$ cat src/rtl/bcs_pkg.sv
package bcs_pkg;
    localparam int LEN_CODE_W = 3;

    typedef enum logic [1:0] {
        ST_IDLE  = 2'd0,
        ST_BURST = 2'd1,
        ST_FAULT = 2'd2
    } bcs_state_e;
endpackage

$ cat src/rtl/bcs_len_decode.sv
module bcs_len_decode
    import bcs_pkg::*;
#(
    parameter int WIN_W = 3
) (
    input  logic [LEN_CODE_W-1:0] code_i,
    output logic                  ok_o,
    output logic [WIN_W-1:0]      mask_o
);
    always_comb begin
        ok_o = (code_i != '0) && (int'(code_i) <= WIN_W);
        for (int k = 0; k < WIN_W; k++) begin
            mask_o[k] = ok_o && (k < int'(code_i));
        end
    end
endmodule

$ cat src/rtl/bcs_beat_ctr.sv
module bcs_beat_ctr #(
    parameter int WIN_W = 3
) (
    input  logic             clk,
    input  logic             rst_n,
    input  logic             clr_i,
    input  logic             adv_i,
    output logic [WIN_W-1:0] idx_o
);
    always_ff @(posedge clk or negedge rst_n) begin
        if (!rst_n) begin
            idx_o <= '0;
        end else if (clr_i) begin
            idx_o <= '0;
        end else if (adv_i) begin
            idx_o <= idx_o + 1'b1;
        end
    end

    p_clear_zero_r1: assert property (@(posedge clk) disable iff (!rst_n)
        clr_i |=> (idx_o == '0));
endmodule

$ cat src/rtl/bcs_order_gen.sv
module bcs_order_gen #(
    parameter int COL_W = 10,
    parameter int WIN_W = 3
) (
    input  logic [COL_W-1:0] base_i,
    input  logic [WIN_W-1:0] mask_i,
    input  logic             ilv_i,
    input  logic [WIN_W-1:0] idx_i,
    output logic [COL_W-1:0] col_o
);
    logic [WIN_W-1:0] base_low;
    logic [WIN_W-1:0] step;
    logic [WIN_W-1:0] low_out;

    assign base_low = base_i[WIN_W-1:0];

    always_comb begin
        if (ilv_i) begin
            step = base_low ^ idx_i;
        end else begin
            step = base_low + idx_i;
        end
        low_out = (base_low & ~mask_i) | (step & mask_i);
    end

    assign col_o[WIN_W-1:0] = low_out;

    generate
        if (COL_W > WIN_W) begin : g_upper
            assign col_o[COL_W-1:WIN_W] = base_i[COL_W-1:WIN_W];
        end
    endgenerate
endmodule

$ cat src/rtl/burst_col_seq.sv
module burst_col_seq
    import bcs_pkg::*;
#(
    parameter int COL_W = 10,
    parameter int WIN_W = 3
) (
    input  logic                  clk,
    input  logic                  rst_n,
    input  logic                  start_i,
    input  logic [COL_W-1:0]      col_i,
    input  logic [LEN_CODE_W-1:0] blen_i,
    input  logic                  ilv_i,
    input  logic                  stop_i,
    output logic [COL_W-1:0]      col_o,
    output logic                  beat_vld_o,
    output logic                  last_o,
    output logic                  err_o
);
    bcs_state_e       state_q, state_d;
    logic             code_ok;
    logic [WIN_W-1:0] mask_in;
    logic [WIN_W-1:0] mask_q;
    logic [COL_W-1:0] base_q;
    logic             ilv_q;
    logic [WIN_W-1:0] idx;
    logic [COL_W-1:0] gen_col;
    logic             at_end;

    bcs_len_decode #(.WIN_W(WIN_W)) u_dec (
        .code_i (blen_i),
        .ok_o   (code_ok),
        .mask_o (mask_in)
    );

    bcs_beat_ctr #(.WIN_W(WIN_W)) u_ctr (
        .clk   (clk),
        .rst_n (rst_n),
        .clr_i (start_i),
        .adv_i (state_q == ST_BURST),
        .idx_o (idx)
    );

    bcs_order_gen #(.COL_W(COL_W), .WIN_W(WIN_W)) u_ord (
        .base_i (base_q),
        .mask_i (mask_q),
        .ilv_i  (ilv_q),
        .idx_i  (idx),
        .col_o  (gen_col)
    );

    assign at_end = (idx == mask_q);

    always_ff @(posedge clk or negedge rst_n) begin
        if (!rst_n) begin
            base_q <= '0;
            mask_q <= '0;
            ilv_q  <= 1'b0;
        end else if (start_i && code_ok) begin
            base_q <= col_i;
            mask_q <= mask_in;
            ilv_q  <= ilv_i;
        end
    end

    always_ff @(posedge clk or negedge rst_n) begin
        if (!rst_n) begin
            state_q <= ST_IDLE;
        end else begin
            state_q <= state_d;
        end
    end

    always_comb begin
        state_d = state_q;
        unique case (state_q)
            ST_IDLE, ST_FAULT: begin
                if (start_i) begin
                    state_d = code_ok ? ST_BURST : ST_FAULT;
                end
            end
            ST_BURST: begin
                if (start_i) begin
                    state_d = code_ok ? ST_BURST : ST_FAULT;
                end else if (stop_i || at_end) begin
                    state_d = ST_IDLE;
                end
            end
            default: state_d = ST_IDLE;
        endcase
    end

    always_comb begin
        beat_vld_o = 1'b0;
        last_o     = 1'b0;
        err_o      = 1'b0;
        col_o      = '0;
        unique case (state_q)
            ST_IDLE: ;
            ST_BURST: begin
                beat_vld_o = 1'b1;
                last_o     = at_end;
                col_o      = gen_col;
            end
            ST_FAULT: err_o = 1'b1;
            default: ;
        endcase
    end

    p_first_beat_r1: assert property (@(posedge clk) disable iff (!rst_n)
        (start_i && code_ok) |=> (beat_vld_o && col_o == $past(col_i)));

    p_last_vld_r5: assert property (@(posedge clk) disable iff (!rst_n)
        last_o |-> beat_vld_o);

    p_last_ends_r5: assert property (@(posedge clk) disable iff (!rst_n)
        (last_o && !start_i) |=> !beat_vld_o);

    p_reserved_flag_r6: assert property (@(posedge clk) disable iff (!rst_n)
        (start_i && !code_ok) |=> (err_o && !beat_vld_o));

    p_err_quiet_r6: assert property (@(posedge clk) disable iff (!rst_n)
        err_o |-> !beat_vld_o);

    p_stop_cut_r7: assert property (@(posedge clk) disable iff (!rst_n)
        (beat_vld_o && stop_i && !start_i) |=> !beat_vld_o);

    p_idle_zero_r9: assert property (@(posedge clk) disable iff (!rst_n)
        !beat_vld_o |-> (col_o == '0 && !last_o));

    generate
        if (COL_W > WIN_W) begin : g_upper_chk
            p_upper_hold_r4: assert property (@(posedge clk) disable iff (!rst_n)
                (beat_vld_o && !last_o && !start_i && !stop_i)
                |=> $stable(col_o[COL_W-1:WIN_W]));
        end
    endgenerate
endmodule

$ cat config.mk
export PLATFORM = sky130hd
export DESIGN_NAME = burst_col_seq
export DESIGN_NICKNAME = d
export VERILOG_FILES = /design/src/rtl/bcs_pkg.sv /design/src/rtl/bcs_len_decode.sv /design/src/rtl/bcs_beat_ctr.sv /design/src/rtl/bcs_order_gen.sv /design/src/rtl/burst_col_seq.sv
export SDC_FILE = /design/constraint.sdc
export NUM_CORES = 1
export LEC_CHECK = 0
export BUFFER_PORTS_ARGS = -buffer_cell sky130_fd_sc_hd__buf_2
export CORE_AREA = 2 2 47 49
export DETAILED_ROUTE_END_ITERATION = 7
export DIE_AREA = 0 0 49 51
export PLACE_DENSITY = 0.85
export SLEW_MARGIN = 20
export SYNTH_ARGS = -nofsm -noshare
export SYNTH_HDL_FRONTEND = slang
export SYNTH_SLANG_ARGS = --single-unit
$ cat constraint.sdc
create_clock -name clk -period 2.6 [get_ports clk]
set_input_delay 0.13 -clock clk [delete_from_list [all_inputs] [get_ports clk]]
set_output_delay 0.13 -clock clk [all_outputs]
set_load 0.005 [all_outputs]
; ---- Word level (Yosys, flattened, before mapping)
; Index checks and enable logic that the tools add are counted.
[op_classes]
n_mux = 12
eq_ne = 5
reduce_logical = 11
bitwise = 5
order_cmp = 4
add_sub_neg = 2
[op_table]
columns = cell, n
row1 = 10-bit 2-to-1 mux, 1
row2 = 3-bit 2-to-1 mux, 3
row3 = 2-bit 2-to-1 mux, 4
row4 = 3-bit AND, 2
row5 = 1-bit by 3-bit < comparator with 1-bit output (first input constant), 2
row6 = 1-bit logical AND, 5
row7 = 2-bit case mux with 2 select lines, 1
row8 = 3-bit by 1-bit adder with 3-bit output (second input constant), 1
row9 = 3-bit adder, 1
row10 = 3-bit equality test, 1
row11 = 3-bit by 2-bit <= comparator with 1-bit output (second input constant), 1
row12 = 2-bit by 3-bit < comparator with 1-bit output (first input constant), 1
row13 = 1-bit 2-to-1 mux, 3
row14 = 3-bit != test (second input constant), 1
row15 = 3-bit inverter, 1
row16 = 3-bit OR, 1
row17 = 3-bit nonzero test, 1
row18 = 3-bit XOR, 1
row19 = 2-bit by 1-bit equality test with 1-bit output (second input constant), 1
row20 = 2-bit equality test (second input constant), 1
row21 = 2-bit logical NOT, 1
row22 = 2-bit != test (second input constant), 1
row23 = 2-bit AND reduction, 1
row24 = 2-bit nonzero test, 1
row25 = 2 further kinds, 2
[word_totals]
reg_bits = 19
input_bits = 18
out_inout_bits = 13

; ---- Depth between registers and ports, before layout
; Gate-level depths: netlist of run 1.
[depth]
ltp_word = 5
depth_mapped = 5
mapped_depth_nobuf = 5

; ---- Cells and area by module
; A second synthesis of run 1 with hierarchy kept.
[hier_totals]
cells_unflattened = 91
hier_area_um2 = 1101.1
[modules_own_cells]
columns = mod, n_inst, cells_per_inst, area_each_um2
row1 = burst_col_seq, 1, 55, 760.7
row2 = bcs_order_gen, 1, 21, 165.2
row3 = bcs_beat_ctr, 1, 11, 136.4
row4 = bcs_len_decode, 1, 4, 38.8

; ---- Worst setup path before layout of run 1
; OpenSTA, ideal clock, no wires.
[synth_timing]
path_kind = reg2out
startpoint = register u_ctr.idx_o[0]
endpoint = output col_o[2]
required_time_ns = 2.470
setup_slack_ns = 0.954
stages_incl_launch_ff = 6
t_arrival_ns = 1.516
path_cell_list = dfrtp_1 ha_1 fa_1 nor2b_1 o21ai_0 mux2i_1
[synth_via]
elab_chain_cells = 5
[synth_lines]
columns = item, line
row1 = from (decl), bcs_beat_ctr.sv:8  ; output logic [WIN_W-1:0] idx_o
row2 = from (signal assigned), bcs_beat_ctr.sv:16  ; idx_o <= idx_o + 1'b1;
row3 = 3-bit adder, bcs_order_gen.sv:21  ; step = base_low + idx_i;
row4 = 3-bit 2-to-1 mux, bcs_order_gen.sv:18  ; if (ilv_i) begin
row5 = 3-bit AND, bcs_order_gen.sv:23  ; low_out = (base_low & ~mask_i) | (step & mask_i);
row6 = 3-bit OR, bcs_order_gen.sv:23
row7 = 10-bit 2-to-1 mux, burst_col_seq.sv:97  ; unique case (state_q)
row8 = to (decl), burst_col_seq.sv:14  ; output logic [COL_W-1:0] col_o,
; No other way between the ends.

; ---- Worst setup path in the final report of run 1
; Same ends and word-level chain as after synthesis.

==> results.md, run 1 <==
* R2R Path End: u_ctr.idx_o[0]
* Drt pass-1 iters at 4
* Synthesized flop and latch total at 19
* Worst Setup SP: u_ctr.idx_o[0]
* Reg2reg path depth at 4
* Most common cell in the netlist: dfrtp_1
* # clock sinks at 19
* DIE HEIGHT at 51 um
* Worst-skew pair later-pin latency at 300 ps
* Max-cap violations at 0
* Congestion Overflow GR at 0
* Reg-to-Reg Start: state_q[1]
* Max VDD drop at 0.000448 V
* Largest net degree at the start of global routing at 20
* CTS Hold Buffers Added at 1
* Vias at 736
* Max Slew Vio Count at 0
* Outcome: finished clean
* Num rows at 17
* Die Wd at approximately 49 um
* GP Congestion at a little under 0.8
* Reg-to-reg slack, setup at around 1300 ps
* Yosys warning count at 0
* ANT nets after route at 0
* Tot GR Track Use at roughly a fifth
* Clock Skews at 3.21 ps
* Area leader, netlist: dfrtp_1
* Register area at 475 um2
* Setup TNS Final at 0 ps
* RSZ-0062 raised after global routing: false
* Synth Cell Area at 1020 um2
* Fin nets at about 140
* Area growth syn-to-layout at 19.3%
* TritonCTS clock tree: built
* Half-perimeter wire length after placement at 1.45 mm
* Number of vias per cell at 5.11
* Initial DRC Count at 15
* Postcts setup bufs at 0
* Power per Cell Area at between 500 and 600 nW/um2
* Initial antenna violation count at 0
* Worst setup path endpoint: col_o[2]
* Hold crit path type: primary input to register
* Worst Max-Slew Pin Slew at 420 ps
* Initial Utilization at 49.5%
* Ys async rst share at 100%
* Core box area at just over 2000 um2
* Dpl ws at 786 ps
* Routed len/inst at 13.3 um
* Fin crit period at 2160 ps
* Footprint of the multi-input gates at 514 um2
* Max Clk Rate at between 400 and 500 MHz
* Setup crit start kind: register
* Top-area cell type share of the netlist area at 46.5%
* Sequential share of the synthesized area at 46.5%
* Setup slack after layout at 436 ps
* Hold Path Depth at 2
* Post-CTS sizing at 0
* Die ar. at 2500 um2
* CTS root buf: clkbuf_4
* Slew headroom at between 70 and 80%
* Layout cells sized above 1 at 42.2%
* Final setup fails at 0
* Worst-path clk slew at ~110 ps
* Worst path arrival time at slightly above 2000 ps
* Nature of the critical path endpoint: primary output
* Post-synth EDFFs at 0
* Clk buf depth at 2
* I/O pin count at 31
* Ys flop type: dfrtp_1
* Post-synth top cells: dfrtp_1 (19), and2_1 (7), mux2_4 (6)
* First-pass GRT wire length at 3.50 mm
* Final period util at 83.2%
* DRT Wirelength at 1.92 mm
* H-Tree Depth at 1
* TritonCTS Buffers at 3
* DR DRC count at 0
* Antenna diode count at 0
* Critical path required time at 2470 ps
* Post-Syn Area per Cell at 12.3 um2
* Synth unique cells at 30
* Synth area leaders: dfrtp_1 (47%), mux2_4 (8.8%), mux2_2 (5.5%), and2_1 (4.3%), ha_1 (3.7%)
* Port buffer count at 30
* Final hold viol count at 0
* Setup CP Type: register to primary output
* Syn_nets at roughly 110
* Syn Inst Count at 83
* Filler cell count at ~190
* Leakage Power at 0.613 nW
* CP Max Fanout at 4
* Vias in the first global route at approximately 800
worst min path at each step:
stage | startpoint | slack, ps | endpoint
after floorplan | rst_n | -170 | base_q[0]
after global placement | rst_n | 90 | state_q[0]
after detailed placement | rst_n | 100 | base_q[1]
after CTS | col_i[2] | 40 | base_q[2]
after global routing | col_i[2] | 30 | base_q[2]
final | ilv_i | 50 | ilv_q
metrics by stage:
stage / cell area [um2] / power, mW / hold slack [ps] / util, % / cells
2_1_floorplan: 1020 / 0.462 / -166 / - / 83
3_3_place_gp: 1180 / 0.503 / 87.6 / 57.3 / 139
3_5_place_dp: 1180 / 0.513 / 95.5 / 57.3 / 139
4_1_cts: 1220 / 0.666 / 38.8 / 59.1 / 144
5_1_grt: 1220 / 0.701 / 25.6 / 59.1 / 144
6_report: 1220 / 0.656 / 46.3 / 59.1 / 144
metal layers:
metal	track usage, %	part of all wire, %	vias to the layer above
met5	0	0	-
met4	4.29	0.73	0
li1	-	-	352
met2	33.8	51	24
met3	6.14	6.5	3
met1	21.4	41	357
report_power, final:
group	leakage [nW]	total [mW]	internal, mW	switching, mW
registers	0.229	0.371	0.336	0.0357
logic	0.367	0.134	0.0818	0.0526
clock network	0.0177	0.151	0.0575	0.0933
total	0.613	0.656	0.475	0.182
cells by family (layout without fill, tap and decap cells):
| logic type | Yosys count | count (layout) | synth area share (%) |
|---|---|---|---|
| buf+inv | 4 | 37 | 3.18 |
| fa+ha+maj | 4 | 4 | 5.63 |
| compound gates | 9 | 9 | 7.10 |
| simple gates | 28 | 28 | 16.0 |
| flops | 19 | 19 | 46.5 |
| mux | 14 | 14 | 17.3 |
| xor+xnor | 5 | 5 | 4.28 |
sequential cells by signal, summed over array words and instances (netlist names):
signal	count
base_q	10
ilv_q	1
mask_q	3
state_q	2
u_ctr.idx_o	3
layout by cell type, fill, tap and decap left out, types with 2 or more instances in the layout:
master / n
inv_1: 2
xor2_1: 4
nor2_1: 5
dfrtp_1: 19
and2_1: 7
clkbuf_4: 3
nor2b_1: 2
ha_1: 3
mux2_4: 6
nand2_1: 5
mux2_2: 5
mux2i_1: 3
o21ai_0: 2
a211oi_1: 2
nand2b_1: 2
buf_2: 30
area by class of cell:
type,count,area share [%]
Timing Repair Buffer,31,13.1
Tap cell,28,2.87
Clock inverter,1,0.410
Sequential cell,19,39.0
Multi-Input combinational cell,60,42.2
Clock buffer,3,1.85
Inverter,2,0.615
worst max-delay path: stages (launching register included):
cell and delay [ps]:
dfrtp_1 450, ha_1 220, fa_1 380, nor2b_1 140
o21ai_0 210, mux2i_1 200, buf_2 130
(Power assumes the default switching activity.)
==> run 2: changes to the inputs <==
--- a/config.mk
+++ b/config.mk
@@ -6,10 +6,10 @@
 export NUM_CORES = 1
 export LEC_CHECK = 0
 export BUFFER_PORTS_ARGS = -buffer_cell sky130_fd_sc_hd__buf_2
-export CORE_AREA = 2 2 47 49
+export CORE_AREA = 2 2 49 51
 export DETAILED_ROUTE_END_ITERATION = 7
-export DIE_AREA = 0 0 49 51
-export PLACE_DENSITY = 0.85
+export DIE_AREA = 0 0 51 53
+export PLACE_DENSITY = 0.79
 export SLEW_MARGIN = 20
 export SYNTH_ARGS = -nofsm -noshare
 export SYNTH_HDL_FRONTEND = slang
==> constraint.sdc (replaced) <==
create_clock -name clk -period 2.1 [get_ports clk]
set_input_delay 0.105 -clock clk [delete_from_list [all_inputs] [get_ports clk]]
set_output_delay 0.105 -clock clk [all_outputs]
set_load 0.005 [all_outputs]
==> results.md, run 2 (synthesis results as in run 1) <==
* Core box area at 2150 um2
* Die Wd at 51 um
* Clock network power share at 22.4%
* Hold crit path type: primary input to register
* Power Internal at 603 uW
* # clock sinks at 19
* First-pass GRT wire length at 3.15 mm
* Num rows at 17
* Number of vias per cell at 4.94
* P_sw at 223 uW
* Setup slack after layout at 101 ps
* Worst-path clk slew at roughly 100 ps
* Sw frac at 27.0%
* GP Congestion at 0.770
* Final Instance Area at 1250 um2
* Routed len/inst at between 10 and 15 um
* Fin crit period at between 1500 and 2000 ps
* Initial DRC Count at 7
* CP Max Fanout at 4
* Drt pass-1 iters at 4
* DRT Wirelength at 1.89 mm
* Power per Cell Area at 660 nW/um2
* TritonCTS Buffers at 3
* Initial antenna violation count at 0
* Area growth syn-to-layout at 22.4%
* Port buffer count at 30
* Vias in the first global route at 714
* Max-cap violations at 0
* CTS root buf: clkbuf_4
* Layout cells sized above 1 at 44.2%
* Final hold viol count at 0
* Critical path required time at 2000 ps
* Placed inst area at about 1200 um2
* ANT nets after route at 0
* Antenna diode count at 0
* Most frequent cells in the layout: buf_2 (30), dfrtp_1 (19), and2_1 (7)
* Final period util at 95.2%
* Biggest register: base_q
* Die ar. at 2700 um2
* TritonCTS clock tree: built
* Half-perimeter wire length after placement at 1.35 mm
* Regs by FF count: base_q (10), mask_q (3), u_ctr.idx_o (3)
* Worst Max-Slew Pin Slew at 401 ps
* Outcome: finished clean
* Slew headroom at approximately three quarters
* Tot GR Track Use at 16.6%
* Setup TNS Final at 0 ps
* Dpl ws at 327 ps
* Leakage Power at roughly 0.63 nW
* DR DRC count at 0
* DIE HEIGHT at 53 um
* Max Clk Rate at 500 MHz
* H-Tree Depth at 1
* Most common cell after layout, fill and taps aside: buf_2
* Largest net degree at the start of global routing at 20
* Post-layout power at 826 uW
* Nature of the critical path endpoint: primary output
* Seq pwr share at 55.6%
* Congestion Overflow GR at 0
* Combinational share of power at 22.0%
* Clk buf depth at 2
* Clock Skews at 0.731 ps
* Setup CP Type: register to primary output
* Final setup fails at 0
* Worst path arrival time at 1890 ps
* Initial Utilization at 47.6%
* Worst-skew pair later-pin latency at around 300 ps
* Max Slew Vio Count at 0
* I/O pin count at 31
* Max reg flops at 10
* Vias at 731
* Setup crit start kind: register
* Max VDD drop at 0.000363 V
* Filler cell count at 199
* Fin nets at 143
run 2: cell types whose count changed in the layout (fill, tap and decap cells not counted), sizes merged:
cell | previous run | this run
buf | 30 | 34
clkinv | 1 | 0
clkbuf | 3 | 4
run 2: layout make-up:
class | instances | area [um2] | share of cell area [%]
tap | 28 | 35.0 | 2.80
timing repair buffer | 35 | 190 | 15.2
inverter | 2 | 7.51 | 0.600
multi-input combinational | 60 | 517 | 41.3
sequential | 19 | 475 | 38.0
clock buffer | 4 | 26.3 | 2.10
run 2: worst max-delay path, stage by stage, from the launching register on:
cell	delay, ps
dfrtp_1	430
ha_1	210
fa_2	520
mux2i_1	60
a211oi_1	220
buf_2	140
run 2: power groups by stage:
stage          registers [mW]  clock network, mW  logic (mW)
2_1_floorplan           0.453                  0       0.119
3_3_place_gp            0.463                  0       0.161
3_5_place_dp            0.467                  0       0.166
4_1_cts                 0.461              0.193       0.168
5_1_grt                 0.467              0.214       0.202
6_report                0.459              0.185       0.182
run 2: what timing repair did:
action                                 4_1_cts  5_1_grt
pin swaps                                    0        1
resized for setup                            1        1
setup buffers                                0        4
hold buffers                                 1        0
endpoints found under the hold margin       19        0
setup endpoints to repair                    1        1
run 2: metrics by stage:
step	hold WS (ps)	cells	util, %
after global routing	2.60	148	58.2
after detailed placement	60.7	139	55.0
final	27.3	148	58.2
after CTS	17.1	144	56.7
after floorplan	-191	83	-
after global placement	64.5	139	55.0
run 2: routing by layer:
layer  GRT usage [%]  up-vias  wire, um
li1                -      359         -
met1            20.8      339       852
met2            26.0       28       868
met3            3.39        5       115
met4            10.8        0        52
met5               0        -         0
run 2: path summary, 6_finish.rpt:
check,startpoint,cells after the start,endpoint,slack (ps)
worst max-delay path,u_ctr.idx_o[0],5,col_o[1],100
worst min-delay path,col_i[0],2,base_q[0],30
worst max register to register,state_q[1],4,u_ctr.idx_o[0],740
worst min register to register,base_q[3],1,base_q[3],510
max in group asynchronous,rst_n,2,u_ctr.idx_o[1],1570
min in group asynchronous,rst_n,2,state_q[0],250
